==> src/rtl/splitmap_pkg.sv <==
package splitmap_pkg;

  // Per-cycle strobes handed from the decoder to the storage datapath.
  typedef struct packed {
    logic ramWr;   // write the array at the request address
    logic ramRd;   // load rdata from the array
    logic sfrRd;   // load rdata from the SFR bus
  } memStrobe_t;

endpackage

==> src/rtl/splitmap_ctrl.sv <==
module splitmap_ctrl
  import splitmap_pkg::*;
#(
  parameter int ADDR_W = 8,
  parameter int DATA_W = 8
) (
  input  logic [ADDR_W-1:0] addr,
  input  logic              indirect,
  input  logic              rd,
  input  logic              wr,
  input  logic [DATA_W-1:0] wdata,
  output memStrobe_t        stb,
  output logic [ADDR_W-1:0] sfrAddr,
  output logic              sfrRd,
  output logic              sfrWr,
  output logic [DATA_W-1:0] sfrWdata
);

  // The top address bit splits the map into a shared upper half.
  localparam int SplitBit = ADDR_W - 1;

  logic upperHalf;
  logic toSfr;
  logic doRead;

  always_comb begin
    upperHalf = addr[SplitBit];
    // Only a direct access to the upper half leaves the block.
    toSfr     = upperHalf && !indirect;
    // A simultaneous write suppresses the read entirely.
    doRead    = rd && !wr;

    stb.ramWr = wr && !toSfr;
    stb.ramRd = doRead && !toSfr;
    stb.sfrRd = doRead && toSfr;

    sfrRd     = stb.sfrRd;
    sfrWr     = wr && toSfr;
    sfrAddr   = addr;
    sfrWdata  = wdata;
  end

endmodule

==> src/rtl/splitmap_dpath.sv <==
module splitmap_dpath
  import splitmap_pkg::*;
#(
  parameter int ADDR_W = 8,
  parameter int DATA_W = 8
) (
  input  logic              clk,
  input  logic              rst_n,
  input  memStrobe_t        stb,
  input  logic [ADDR_W-1:0] addr,
  input  logic [DATA_W-1:0] wdata,
  input  logic [DATA_W-1:0] sfrRdata,
  output logic [DATA_W-1:0] rdata
);

  localparam int Depth = 1 << ADDR_W;

  // Storage array: deliberately left without reset.
  logic [DATA_W-1:0] memArray [Depth];
  logic [DATA_W-1:0] rdataQ;

  always_ff @(posedge clk) begin
    if (stb.ramWr) begin
      memArray[addr] <= wdata;
    end
  end

  // One output register, loaded from whichever source was decoded.
  always_ff @(posedge clk or negedge rst_n) begin
    if (!rst_n) begin
      rdataQ <= '0;
    end else if (stb.ramRd) begin
      rdataQ <= memArray[addr];
    end else if (stb.sfrRd) begin
      rdataQ <= sfrRdata;
    end
  end

  assign rdata = rdataQ;

endmodule

==> src/rtl/splitmap_ram.sv <==
module splitmap_ram
  import splitmap_pkg::*;
#(
  parameter int ADDR_W = 8,
  parameter int DATA_W = 8
) (
  input  logic              clk,
  input  logic              rst_n,
  input  logic [ADDR_W-1:0] addr,
  input  logic              indirect,
  input  logic              rd,
  input  logic              wr,
  input  logic [DATA_W-1:0] wdata,
  output logic [DATA_W-1:0] rdata,
  output logic [ADDR_W-1:0] sfrAddr,
  output logic              sfrRd,
  output logic              sfrWr,
  output logic [DATA_W-1:0] sfrWdata,
  input  logic [DATA_W-1:0] sfrRdata
);

  memStrobe_t stb;
  logic       sfrRdRaw;
  logic       sfrWrRaw;

  splitmap_ctrl #(.ADDR_W(ADDR_W), .DATA_W(DATA_W)) u_ctrl (
    .addr     (addr),
    .indirect (indirect),
    .rd       (rd),
    .wr       (wr),
    .wdata    (wdata),
    .stb      (stb),
    .sfrAddr  (sfrAddr),
    .sfrRd    (sfrRdRaw),
    .sfrWr    (sfrWrRaw),
    .sfrWdata (sfrWdata)
  );

  splitmap_dpath #(.ADDR_W(ADDR_W), .DATA_W(DATA_W)) u_dpath (
    .clk      (clk),
    .rst_n    (rst_n),
    .stb      (stb),
    .addr     (addr),
    .wdata    (wdata),
    .sfrRdata (sfrRdata),
    .rdata    (rdata)
  );

  // No bus strobe may escape while the block is held in reset.
  assign sfrRd = sfrRdRaw && rst_n;
  assign sfrWr = sfrWrRaw && rst_n;

endmodule

==> config.mk <==
export PLATFORM = sky130hd
export DESIGN_NAME = splitmap_ram
export DESIGN_NICKNAME = d
export VERILOG_FILES = /design/src/rtl/splitmap_pkg.sv /design/src/rtl/splitmap_ctrl.sv /design/src/rtl/splitmap_dpath.sv /design/src/rtl/splitmap_ram.sv
export SDC_FILE = /design/constraint.sdc
export NUM_CORES = 2
export LEC_CHECK = 0
export CORE_MARGIN = 8
export CORE_UTILIZATION = 55
export CTS_BUF_LIST = sky130_fd_sc_hd__clkbuf_4
export DETAILED_ROUTE_END_ITERATION = 10
export PLACE_DENSITY = 0.71
export SYNTH_ARGS = -nofsm -noshare
export SYNTH_HDL_FRONTEND = slang
export SYNTH_HIERARCHICAL = 1
export SYNTH_SLANG_ARGS = --single-unit
export TNS_END_PERCENT = 50
==> constraint.sdc <==
create_clock -name clk -period 2.68 [get_ports clk]
set_input_delay 0.67 -clock clk [delete_from_list [all_inputs] [get_ports clk]]
set_output_delay 0.67 -clock clk [all_outputs]
set_load 0.02 [all_outputs]
# Word level (Yosys, flattened, before mapping)
# Memory sizes are Yosys's and may differ from the RTL's.
# Index checks and enable logic that the tools add are counted.
[totals]
input_bits = 29
regBits = 8
mem_bits_rw = 2048
n_memories = 1
[memory_table]
columns = ["memory", "words", "width", "rd", "rd_clocked_by_memory_dff", "wr", "line_no", "source"]
rows = [
  ["u_dpath.memArray", 256, 8, 1, 0, 1, "splitmap_dpath.sv:19", "logic [DATA_W-1:0] memArray [Depth];"],
]
[classes]
n_reduce_logical = 12
muxes = 4
[ops]
columns = ["cell", "n"]
rows = [
  ["$mux W8", 2],
  ["$logic_and A1 B1 Y1", 8],
  ["$logic_not A1 Y1", 3],
  ["$mux W1", 2],
  ["$reduce_bool A2 Y1", 1],
]

# Logic depth before layout (Yosys ltp)
[logic_depth]
word_depth = 6
ltp_mapped = 13
ltp_nobuf = 7

# Modules after synthesis
# Netlist, hierarchy kept.
[modules_own_cells]
columns = ["mod", "area_per_inst_um2", "instances", "seq_area_each_um2", "cells_each"]
rows = [
  ["splitmap_dpath", 79961.7, 1, 61699.2, 3776],
  ["splitmap_ctrl", 173.9, 1, 0.0, 23],
  ["splitmap_ram", 12.5, 1, 0.0, 2],
]

# Least setup slack after synthesis
# No wires, ideal clock.
[synth_path]
kind = "input port to flip-flop"
from = "input addr[0]"
to = "memory u_dpath.memArray[236][0] (enable)"
required_ps = 2309
path_buffers = 8
setup_time_ps = 371
arrival_ps = 2878
setup_slack_ps = -569
stages = 12
cell_sequence = "buf_6 -> buf_8 -> buf_6 -> buf_6 -> buf_6 -> buf_6 -> buf_4 -> or2_2 -> nor2_1 -> nand2_1 -> clkbuf_1 -> nor2_1"
[synth_lines]
columns = ["element", "line_no", "source"]
rows = [
  ["start, declared", "splitmap_ram.sv:9", "input logic [ADDR_W-1:0] addr,"],
  ["end, declared", "splitmap_dpath.sv:19", ""],
]
# No word-level cell before the write port.

# Final worst setup path
[layout_path]
from = "memory u_dpath.memArray[174][2]"
to = "register u_dpath.rdataQ[2] (netlist: u_dpath/rdata[2])"
[layout_via]
elab_chain_cells = 2
[layout_rtl]
columns = ["element", "line_no", "source"]
rows = [
  ["$mem_v2 Z256 W8", "n/a", ""],
  ["$mux W8", "splitmap_dpath.sv:32", "end else if (stb.ramRd) begin"],
  ["end signal, assigned", "splitmap_dpath.sv:33", "rdataQ <= memArray[addr];"],
  ["end signal, assigned", "splitmap_dpath.sv:35", "rdataQ <= sfrRdata;"],
  ["end, declared", "splitmap_dpath.sv:20", "logic [DATA_W-1:0] rdataQ;"],
]
# Every way passes these cells.
# A chain may end at the register's enable or synchronous reset.

==> results.yml <==
grt:
  grt_util_met2_pct: 41.1
  use_met3_pct: 6.31
  first_global_vias: 44700
  grt_use_met1_pct: 35.5
  grt_use_total_pct: 25.9
  antenna_found_initial: 6
  grt_overflow: 0
  busiest_layer: "met2"
  grt_pass1_wl_um: 297000
  grt_start_max_net_pins: 161
cts:
  cts_inserted_buffers: 539
  postCtsSetupBuffers: 0
  cts.sink_count: 2056
  cts_max_path_buffers: 4
  cts_tree: "yes"
  root_buffer: "clkbuf_4"
  htreeDepth: 6
  clock_latency_ns: 1.30
  path_clk_slew_ns: 0.07
drt:
  drt_iter0_markers: 5104
  avgViaCountPerCell: 6.14
  vias: 43400
  avgRoutedWirePerCell_um: 28.8
  wirelength_um: 204000
  drt_first_pass_iters: 6
  ant_nets: 0
  route.detailed.drc: 0
worst_setup_path:
  r2r_end: "u_dpath/rdata[2]"
  cp-startpoint: "u_dpath/memArray[174][2]"
  end_kind: "register"
  cp.required_ns: 3.85
  path_max_fanout: 1
  reg2reg_setup_slack_ns: -0.01
  cp-endpoint: "u_dpath/rdata[2]"
  r2r_start: "u_dpath/memArray[174][2]"
  cp.arrival_ns: 3.86
  path_class: "reg2reg"
  ff2ff_path_depth: 7
  cp-start-kind: "register"
yosys:
  async_flop_share_pct: 0.389
  synthesis.area_mm2: 0.0801
  synth_top_flop_cell: "edfxtp_1"
  yosys_warnings: 6
  syn_inst: 3801
  synth_top_cell_area_share_pct: 76.7
  yosys_register_bits: 2056
  yosys.cell_count.top_type: "edfxtp_1"
  synth_cell_type_count: 53
  synth_edf_count: 2048
  synthTopCellsByArea: "edfxtp_1 77%, mux4_2 14%, mux2i_1 1.6%, nor2_1 1.1%, nand2_1 0.82%"
  avgSynthCellArea_um2: 21.1
  syn-num-nets: 3830
  synth-seq-area-share_pct: 77.0
  synth_common_cells: "2,048 x edfxtp_1, 501 x mux4_2, 231 x nor2_1, 175 x nand2_1, 126 x mux2i_1"
  yosys.area.top_type: "edfxtp_1"
final_layout:
  layout-drive-gt1-share_pct: 43.1
  syn_to_final_growth_pct: 21.6
  finish.net_count: 4840
  seq_area_mm2: 0.0617
  multiInputGateArea_mm2: 0.0185
  finalInstanceArea_mm2: 0.0975
  instances_no_fill: 7080
  fillers: 9190
flow_run:
  maxCapViolations: 0
timing:
  setup_slack_ns: -0.0143
  tns_ns: -0.0143
  period_share_pct: 101
  holdWs_ns: 0.212
  slew_viol_final: 0
  maxSlewHeadroom_pct: 28.0
  rsz0062_at_grt: "true"
  skew_ns: 0.0862
  fmax_ghz: 0.371
  tightestPinTransition_ns: 1.08
  fin_crit_ns: 2.69
  hold_violations: 0
  setup_violations: 1
min_path:
  hp-class: "in2reg"
floorplanning:
  initial_utilization_pct: 55.2
  rows: 140
  io_pins: 55
  coreArea_mm2: 0.145
  die_h_um: 398
  dieArea_mm2: 0.158
  die_x_um: 398
place:
  io_buffers: 54
  post-dp-hpwl_um: 134000
  gp_congestion: 0.868
  dpl-instance-area_mm2: 0.0909
  dp.cells: 6176
run_status:
  violations: "setup timing"
  outcome: "finished with violations"
power_and_ir_drop:
  vdd_drop_max_mv: 0.406
  p_leak_nw: 32.1
  power.density_mw_per_mm2: 668
  power_mw: 65.1
worst min-delay path by stage:
stage / start / depth (start not counted) / slack [ns] / end
6_report: sfrRdata[7] / 3 / 0.21 / u_dpath/rdata[7]
3_3_place_gp: u_dpath/rdata[2] / 3 / 0.84 / u_dpath/rdata[2]
3_5_place_dp: u_dpath/rdata[4] / 4 / 0.84 / u_dpath/rdata[4]
4_1_cts: sfrRdata[0] / 4 / 0.07 / u_dpath/rdata[0]
2_1_floorplan: rst_n / 0 / 0.37 / u_dpath/rdata[0]
5_1_grt: sfrRdata[2] / 3 / 0.11 / u_dpath/rdata[2]
per-stage QoR:
stage | worst slack (ns) | util [%]
after floorplan | -0.329 | -
after global placement | -1.35 | 62.6
after detailed placement | -1.30 | 62.6
after CTS | -0.153 | 67.1
after global routing | -0.0860 | 67.1
final | -0.0143 | 67.1
cell families (layout without fill, tap and decap cells):
| family | Yosys count | after routing | share of synthesized area (%) |
|---|---|---|---|
| DFF | 2056 | 2056 | 77.0 |
| and+or+nand+nor | 640 | 640 | 3.56 |
| muxes | 630 | 630 | 15.7 |
| buffers and inverters | 255 | 1608 | 1.71 |
| AOI/OAI and AO/OA | 220 | 220 | 2.06 |
| other | 0 | 9 | 0 |
layout make-up:
cell class              count  share of cell area, %
diodes                      9                 0.0231
clock buffers             750                   5.78
clock inverters           134                  0.751
inverters                   4                 0.0154
multi-input cells        1490                   19.0
flip-flops and latches   2056                   63.3
well taps                1917                   2.46
repair buffers            720                   8.64
report_power, final:
part / switching, mW / total [mW] / internal (mW)
logic: 2.35 / 4.01 / 1.66
clock network: 12.0 / 25.6 / 13.6
registers: 0.0825 / 35.5 / 35.4
total: 14.4 / 65.1 / 50.7
registers in the layout, indices dropped and copies added (netlist names):
signal	flops
u_dpath/memArray	2048
u_dpath/rdata	8
what timing repair did:
action	4_1_cts	5_1_grt
gates resized for setup	56	5
endpoints found under the setup margin	14	9
hold buffers	11	0
hold endpoints to repair	829	0
pin swaps	1	0
cloned	0	0
worst max-delay path, stage by stage, from the launching register on:
cell and delay, ns:
edfxtp_1 0.37, mux4_2 0.48, a22oi_1 0.36, nand4_1 0.16, a211oi_1 0.52, buf_4 0.25
o31a_1 0.35, a311oi_1 0.09
per-layer routing:
layer / vias to the layer above / share of wire [%]
met5: - / 0
met4: 0 / 3.2
met3: 339 / 10
met2: 2554 / 49
met1: 22300 / 38
li1: 18300 / -
cells in the final DEF, fill, tap and decap left out, types with 23 or more instances in the layout:
master and count:
nor2_4 130, buf_4 429, nor2_1 58, buf_12 226, nor2_2 43, clkdlybuf4s50_1 29
mux4_2 501, a22oi_1 68, nor3_2 27, edfxtp_1 2048, nor2b_1 23, nand3_1 59
a21oi_1 28, clkinv_1 94, nand2_1 162, clkbuf_4 750, a211oi_1 23, nand4_1 60
mux2i_1 126
Note: power is estimated with default switching activity, not from simulation.
